## src/rtl/uart_irq_pkg.sv

```systemverilog
package uart_irq_pkg;
   // interrupt source positions, shared by the mask and the status word
   localparam int unsigned SRC_RX_OVER  = 0;
   localparam int unsigned SRC_RX_LEVEL = 1;
   localparam int unsigned SRC_RX_IDLE  = 2;
   localparam int unsigned SRC_TX_EMPTY = 3;
   localparam int unsigned SRC_TX_LEVEL = 4;
   localparam int unsigned NUM_SRC      = 5;
   // status-only bit, no mask
   localparam int unsigned ST_RX_AVAIL  = 5;
   localparam int unsigned ST_W         = 6;
   // number of per-character flag bits stored with each receive entry
   localparam int unsigned RX_FLAG_W    = 3;
endpackage

```

## src/rtl/uif_fifo.sv

```systemverilog
module uif_fifo #(
   parameter int unsigned W     = 8,
   parameter int unsigned DEPTH = 16
) (
   input  logic                         clk,
   input  logic                         rst_n,
   input  logic                         clr,
   input  logic                         push,
   input  logic [W-1:0]                 wdata,
   input  logic                         pop,
   output logic [W-1:0]                 rdata,
   output logic [$clog2(DEPTH+1)-1:0]   fill,
   output logic                         empty,
   output logic                         full,
   output logic                         push_drop
);
   localparam int unsigned AW = $clog2(DEPTH);
   localparam int unsigned CW = $clog2(DEPTH+1);

   logic [W-1:0]  mem [DEPTH];
   logic [AW-1:0] wr_ptr, rd_ptr, wr_nxt, rd_nxt;
   logic [CW-1:0] cnt;
   logic          pop_ok, push_ok;

   assign empty  = (cnt == '0);
   assign full   = (cnt == CW'(DEPTH));
   assign pop_ok = pop && !empty && !clr;
   // a full FIFO still takes a push when a read frees a slot in the same cycle
   assign push_ok   = push && !clr && (!full || pop_ok);
   assign push_drop = push && !clr && full && !pop_ok;

   generate
      if ((DEPTH & (DEPTH - 1)) == 0) begin : g_pow2
         assign wr_nxt = wr_ptr + 1'b1;
         assign rd_nxt = rd_ptr + 1'b1;
      end else begin : g_wrap
         assign wr_nxt = (wr_ptr == AW'(DEPTH-1)) ? '0 : wr_ptr + 1'b1;
         assign rd_nxt = (rd_ptr == AW'(DEPTH-1)) ? '0 : rd_ptr + 1'b1;
      end
   endgenerate

   always_ff @(posedge clk) begin
      if (push_ok) mem[wr_ptr] <= wdata;
   end

   always_ff @(posedge clk or negedge rst_n) begin
      if (!rst_n) begin
         wr_ptr <= '0;
         rd_ptr <= '0;
         cnt    <= '0;
      end else if (clr) begin
         wr_ptr <= '0;
         rd_ptr <= '0;
         cnt    <= '0;
      end else begin
         if (push_ok) wr_ptr <= wr_nxt;
         if (pop_ok)  rd_ptr <= rd_nxt;
         case ({push_ok, pop_ok})
            2'b10:   cnt <= cnt + 1'b1;
            2'b01:   cnt <= cnt - 1'b1;
            default: cnt <= cnt;
         endcase
      end
   end

   assign rdata = mem[rd_ptr];
   assign fill  = cnt;
endmodule

```

## src/rtl/uif_idle_timer.sv

```systemverilog
module uif_idle_timer #(
   parameter int unsigned TMO_W = 4
) (
   input  logic             clk,
   input  logic             rst_n,
   input  logic             restart,
   input  logic             active,
   input  logic             tick,
   input  logic [TMO_W-1:0] limit,
   output logic             expired
);
   logic [TMO_W-1:0] cnt;

   always_ff @(posedge clk or negedge rst_n) begin
      if (!rst_n)                   cnt <= '0;
      else if (restart || !active)  cnt <= '0;
      else if (tick && cnt != '1)   cnt <= cnt + 1'b1;
   end

   assign expired = active && (limit != '0) && (cnt >= limit);
endmodule

```

## src/rtl/uif_irq_status.sv

```systemverilog
module uif_irq_status
   import uart_irq_pkg::*;
#(
   parameter int unsigned CW = 5
) (
   input  logic                clk,
   input  logic                rst_n,
   input  logic                rx_drop,
   input  logic                rx_clr,
   input  logic [CW-1:0]       rx_fill,
   input  logic [CW-1:0]       tx_fill,
   input  logic [CW-1:0]       rx_level,
   input  logic [CW-1:0]       tx_level,
   input  logic                idle_expired,
   input  logic                mask_wr,
   input  logic [NUM_SRC-1:0]  mask_wdata,
   output logic [NUM_SRC-1:0]  mask,
   output logic [ST_W-1:0]     status,
   output logic                irq
);
   logic                over_q;
   logic [NUM_SRC-1:0]  mask_q;

   always_ff @(posedge clk or negedge rst_n) begin
      if (!rst_n)       over_q <= 1'b0;
      else if (rx_clr)  over_q <= 1'b0;
      else if (rx_drop) over_q <= 1'b1;
   end

   always_ff @(posedge clk or negedge rst_n) begin
      if (!rst_n)       mask_q <= '0;
      else if (mask_wr) mask_q <= mask_wdata;
   end

   always_comb begin
      status               = '0;
      status[SRC_RX_OVER]  = over_q;
      status[SRC_RX_LEVEL] = (rx_fill > rx_level);
      status[SRC_RX_IDLE]  = idle_expired;
      status[SRC_TX_EMPTY] = (tx_fill == '0);
      status[SRC_TX_LEVEL] = (tx_fill < tx_level);
      status[ST_RX_AVAIL]  = (rx_fill != '0);
   end

   assign mask = mask_q;
   assign irq  = |(status[NUM_SRC-1:0] & mask_q);
endmodule

```

## src/rtl/uart_irq_fifo_unit.sv

```systemverilog
module uart_irq_fifo_unit
   import uart_irq_pkg::*;
#(
   parameter int unsigned DW    = 8,
   parameter int unsigned DEPTH = 16,
   parameter int unsigned TMO_W = 4
) (
   input  logic                         clk,
   input  logic                         rst_n,
   input  logic                         char_tick,
   input  logic                         rx_push,
   input  logic [DW-1:0]                rx_char,
   input  logic                         rx_brk,
   input  logic                         rx_par_err,
   input  logic                         rx_frm_err,
   input  logic                         host_rd,
   output logic [DW+3:0]                host_rdata,
   input  logic                         host_wr,
   input  logic [DW-1:0]                host_wdata,
   input  logic                         tx_pop,
   output logic [DW-1:0]                tx_char,
   output logic                         tx_ready,
   output logic [$clog2(DEPTH+1)-1:0]   tx_fill,
   input  logic                         rx_fifo_clr,
   input  logic                         tx_fifo_clr,
   input  logic                         mask_wr,
   input  logic [4:0]                   mask_wdata,
   input  logic [$clog2(DEPTH+1)-1:0]   rx_level,
   input  logic [$clog2(DEPTH+1)-1:0]   tx_level,
   input  logic [TMO_W-1:0]             idle_chars,
   output logic [4:0]                   irq_mask,
   output logic [5:0]                   irq_status,
   output logic                         irq
);
   localparam int unsigned CW   = $clog2(DEPTH+1);
   localparam int unsigned RX_W = DW + RX_FLAG_W;

   generate
      if (DEPTH < 2)   begin : g_bad_depth $error("DEPTH must be at least 2"); end
      if (DW < 1)      begin : g_bad_dw    $error("DW must be at least 1"); end
      if (TMO_W < 1)   begin : g_bad_tmo   $error("TMO_W must be at least 1"); end
      if (NUM_SRC != 5 || ST_W != 6) begin : g_bad_pkg $error("status layout mismatch"); end
   endgenerate

   logic [RX_W-1:0] rx_word;
   logic [CW-1:0]   rx_fill_w, tx_fill_w;
   logic            rx_empty, rx_full, rx_drop;
   logic            tx_empty, tx_full, tx_drop;
   logic            idle_exp;

   uif_fifo #(.W(RX_W), .DEPTH(DEPTH)) u_rx_fifo (
      .clk       (clk),
      .rst_n     (rst_n),
      .clr       (rx_fifo_clr),
      .push      (rx_push),
      .wdata     ({rx_brk, rx_par_err, rx_frm_err, rx_char}),
      .pop       (host_rd),
      .rdata     (rx_word),
      .fill      (rx_fill_w),
      .empty     (rx_empty),
      .full      (rx_full),
      .push_drop (rx_drop)
   );

   uif_fifo #(.W(DW), .DEPTH(DEPTH)) u_tx_fifo (
      .clk       (clk),
      .rst_n     (rst_n),
      .clr       (tx_fifo_clr),
      .push      (host_wr),
      .wdata     (host_wdata),
      .pop       (tx_pop),
      .rdata     (tx_char),
      .fill      (tx_fill_w),
      .empty     (tx_empty),
      .full      (tx_full),
      .push_drop (tx_drop)
   );

   uif_idle_timer #(.TMO_W(TMO_W)) u_idle (
      .clk     (clk),
      .rst_n   (rst_n),
      .restart (rx_push || host_rd || rx_fifo_clr),
      .active  (!rx_empty),
      .tick    (char_tick),
      .limit   (idle_chars),
      .expired (idle_exp)
   );

   uif_irq_status #(.CW(CW)) u_stat (
      .clk          (clk),
      .rst_n        (rst_n),
      .rx_drop      (rx_drop),
      .rx_clr       (rx_fifo_clr),
      .rx_fill      (rx_fill_w),
      .tx_fill      (tx_fill_w),
      .rx_level     (rx_level),
      .tx_level     (tx_level),
      .idle_expired (idle_exp),
      .mask_wr      (mask_wr),
      .mask_wdata   (mask_wdata),
      .mask         (irq_mask),
      .status       (irq_status),
      .irq          (irq)
   );

   assign host_rdata = rx_empty ? '0 : {1'b1, rx_word};
   assign tx_fill    = tx_fill_w;
   assign tx_ready   = !tx_empty;
endmodule

```

## config.mk

```make
export PLATFORM = sky130hd
export DESIGN_NAME = uart_irq_fifo_unit
export DESIGN_NICKNAME = d
export VERILOG_FILES = /design/src/rtl/uart_irq_pkg.sv /design/src/rtl/uif_fifo.sv /design/src/rtl/uif_idle_timer.sv /design/src/rtl/uif_irq_status.sv /design/src/rtl/uart_irq_fifo_unit.sv
export SDC_FILE = /design/constraint.sdc
export NUM_CORES = 1
export LEC_CHECK = 0
export BUFFER_PORTS_ARGS = -buffer_cell sky130_fd_sc_hd__buf_2
export CAP_MARGIN = 10
export CORE_MARGIN = 4
export CORE_UTILIZATION = 44
export CTS_CLUSTER_SIZE = 14
export DETAILED_ROUTE_END_ITERATION = 10
export GPL_TIMING_DRIVEN = 0
export MAX_ROUTING_LAYER = met4
export PLACE_DENSITY = 0.64
export SYNTH_ARGS = -nofsm -noshare
export SYNTH_HDL_FRONTEND = slang
export SYNTH_SLANG_ARGS = --single-unit
```

## constraint.sdc

```tcl
create_clock -name clk -period 2.9 [get_ports clk]
set_input_delay 0.58 -clock clk [delete_from_list [all_inputs] [get_ports clk]]
set_output_delay 0.58 -clock clk [all_outputs]
set_load 0.02 [all_outputs]
```

==> run metrics <==
PortBufs 82; largest net degree at the start of global routing 37; synth warn 0; Critical Path End Type output port; clk buf depth 3; Sequential Area ~10,000 um2; fin cells roughly 1,400; Mapped Cells 815; Final Power roughly 14 mW; crit-path most repeated cell mux4_2; CTS sink cnt between 300 and 400; Skew-Pair Late Insertion Delay roughly 0.53 ns; # rows between 60 and 70; die height around 190 um; CP max stage delay about 0.53 ns; Die ar. between 30,000 and 40,000 um2; post-synthesis cell type count slightly above 50; sequential element share of the synthesized area 0.7001; Core Util, Final 0.5494; # DRC 0; Tcrit/Tclk final 1.088; Initial DRC Count between 600 and 700; Vias around 7,800; antenna violation net count after detailed routing 0; vias in the first global route slightly above 8,000; async set-reset flop share out of synthesis 0.1059; cell with the most instances after synthesis edfxtp_1; Synth top cells by count 304 x edfxtp_1, 67 x mux4_2, 36 x dfrtp_1; status finished with violations; syn_area_per_cell about 18 um2; RSZ-0062 raised after global routing yes; Initial Utilization 0.4505; Req. time, crit path approximately 2.3 ns; Total Routed Length between 30 and 40 mm; Worst Hold Slack around 0.19 ns; DR pass1 iterations 5; Worst Max-Slew Pin Slew 0.8948 ns; leading area contributor after synthesis edfxtp_1; Hold Vio Cnt, Final 0; relative slew slack 0.4035; Hold Buf Count CTS 0; fin crit period 3.154 ns; worst min path class in -> async; Slew Limit Fails 0; antenna violations before repair 2; crit path DAT 2.57 ns; Worst setup SP type flop; CTS Buf Count 37; first-pass GRT wire length just under 50 mm; P_leak 6.125 nW; worst-path maximum fanout 8; failing checks setup timing; Seq cells post-synth between 300 and 400; dpl hpwl between 20 and 25 mm; grt ovf 0; DP Cell Count ~1,300; commonest register cell after synthesis edfxtp_1; Multi-input gate area 4172 um2; htree depth 2; Finish-stage setup viols 12; CTS tree built; maximum vdd drop about 0.57 mV; Max Clock Freq ~320 MHz; I/O pin total between 80 and 90; share of post-route cells with drive strength above 1 0.3628; Final #Nets 1,057; sequence of cells on the critical path buf_12, clkbuf_16, mux4_2, mux4_2, and2_4, buf_6; clock tree root buffer cell clkbuf_16; pre-CTS setup slack -0.2032 ns; post-synth design cell area between 10,000 and 15,000 um2; Final WS setup -0.2539 ns; clock-pin slew on the worst setup and hold paths about 0.060 ns; WL per Instance between 20 and 25 um; Filler Cells Inserted roughly 2,500; Area Growth Syn to Fin 21.96%; Avg Vias per Cell about 5.4; syn_nets around 890; die width about 190 um; Core Area between 30,000 and 40,000 um2; slowest cell on the critical path mux4_2; clk_skew ~0.022 ns; Synth area leaders edfxtp_1 64%, mux4_2 11%, dfrtp_1 6.3%, ha_1 2.5%, mux2i_1 1.7%; max-cap check violation count 0; Setup CP Type reg -> out; gr usage total 0.1872; Yosys top cell area share 0.6372; GPL Wtd Cong between 0.7 and 0.8; power density over the cells 828.7 nW/um2; EDFF count, synth between 300 and 400
metal layers:
layer  GRT usage  wire length (um)  share of wire  vias up
met5           -                 0              0        -
met1      0.2480             14050           0.43     4002
met4     0.03531               468          0.014        0
met3     0.03464              1844          0.056       43
met2      0.3099             16440           0.50      238
li1            -                 -              -     3539
area by class of cell:
cell class,instances,area share
clock buffers,49,0.05614
repair buffers,127,0.06015
clock inverters,17,0.009381
plain buffers,38,0.02234
multi-input cells,404,0.2388
diodes,2,0.0002865
flip-flops and latches,340,0.5745
inverters,31,0.007233
well taps,435,0.03115
final timing paths:
path / startpoint / endpoint / slack (ns) / depth (start not counted)
setup / recovery: u_rx_fifo.rd_ptr[0] / host_rdata[10] / -0.25 / 6
hold / removal: rst_n / u_idle.cnt[0] / 0.19 / 1
setup reg to reg: u_tx_fifo.fill[1] / u_tx_fifo.fill[4] / 0.09 / 14
hold reg to reg: u_stat.mask[2] / u_stat.mask[2] / 0.54 / 1
max in group asynchronous: rst_n / u_tx_fifo.fill[2] / 2.09 / 1
min in group clk: mask_wdata[3] / u_stat.mask[3] / 0.29 / 2
worst max-delay path, delay by kind of cell, from the launching register on:
kind,cells,cell delay [ns]
muxes,2,1.01
buffers and inverters,3,0.48
DFF,1,0.40
and+or+nand+nor,1,0.15
cell families after synthesis:
family                     Yosys count  synth area share
muxes                              112            0.1427
buffers and inverters               71           0.02402
and+or+nand+nor                    150           0.05476
AOI/OAI and AO/OA                   94           0.04070
xor gates and xnor gates            18           0.01100
adders and majority gates           30           0.02673
DFF                                340            0.7001
metrics by stage:
stage	cell area, um2	setup TNS (ns)
floorplan	14360	0
finish	17470	-2.615
detailed placement	15440	-10.88
global placement	15310	-86.82
global route	17470	-3.506
CTS	16950	-3.118
where the power goes:
group / switching, mW / total [mW] / internal (mW) / leakage (nW)
Sequential: 0.135 / 5.60 / 5.47 / 3.21
Combinational: 2.08 / 4.47 / 2.39 / 2.36
Clock: 1.90 / 4.40 / 2.51 / 0.554
registers in the layout, summed over array words and instances (netlist names):
signal,count
u_rx_fifo.rd_ptr,4
u_rx_fifo.mem,176
u_idle.cnt,4
u_rx_fifo.wr_ptr,4
u_tx_fifo.rd_ptr,4
u_tx_fifo.fill,5
u_tx_fifo.wr_ptr,4
u_tx_fifo.mem,128
u_stat.mask,5
u_stat.over_q,1
u_rx_fifo.fill,5
layout by cell type (no fill, tap or decap), types with 22 or more instances in the layout:
cell type / instances
ha_1: 28
edfxtp_1: 304
nand2_1: 27
buf_4: 32
mux4_2: 71
buf_6: 31
dfrtp_1: 29
buf_2: 68
nor2_1: 26
mux2i_1: 23
clkbuf_16: 43
inv_1: 27
a21oi_1: 22
what timing repair did:
action | in CTS | in global routing
endpoints found under the setup margin | 23 | 118
resized for setup | 73 | 94
pin swaps | 7 | 25
buffers inserted | 15 | 16
gates cloned | 2 | 6
Power figures use the tool's default switching activity.
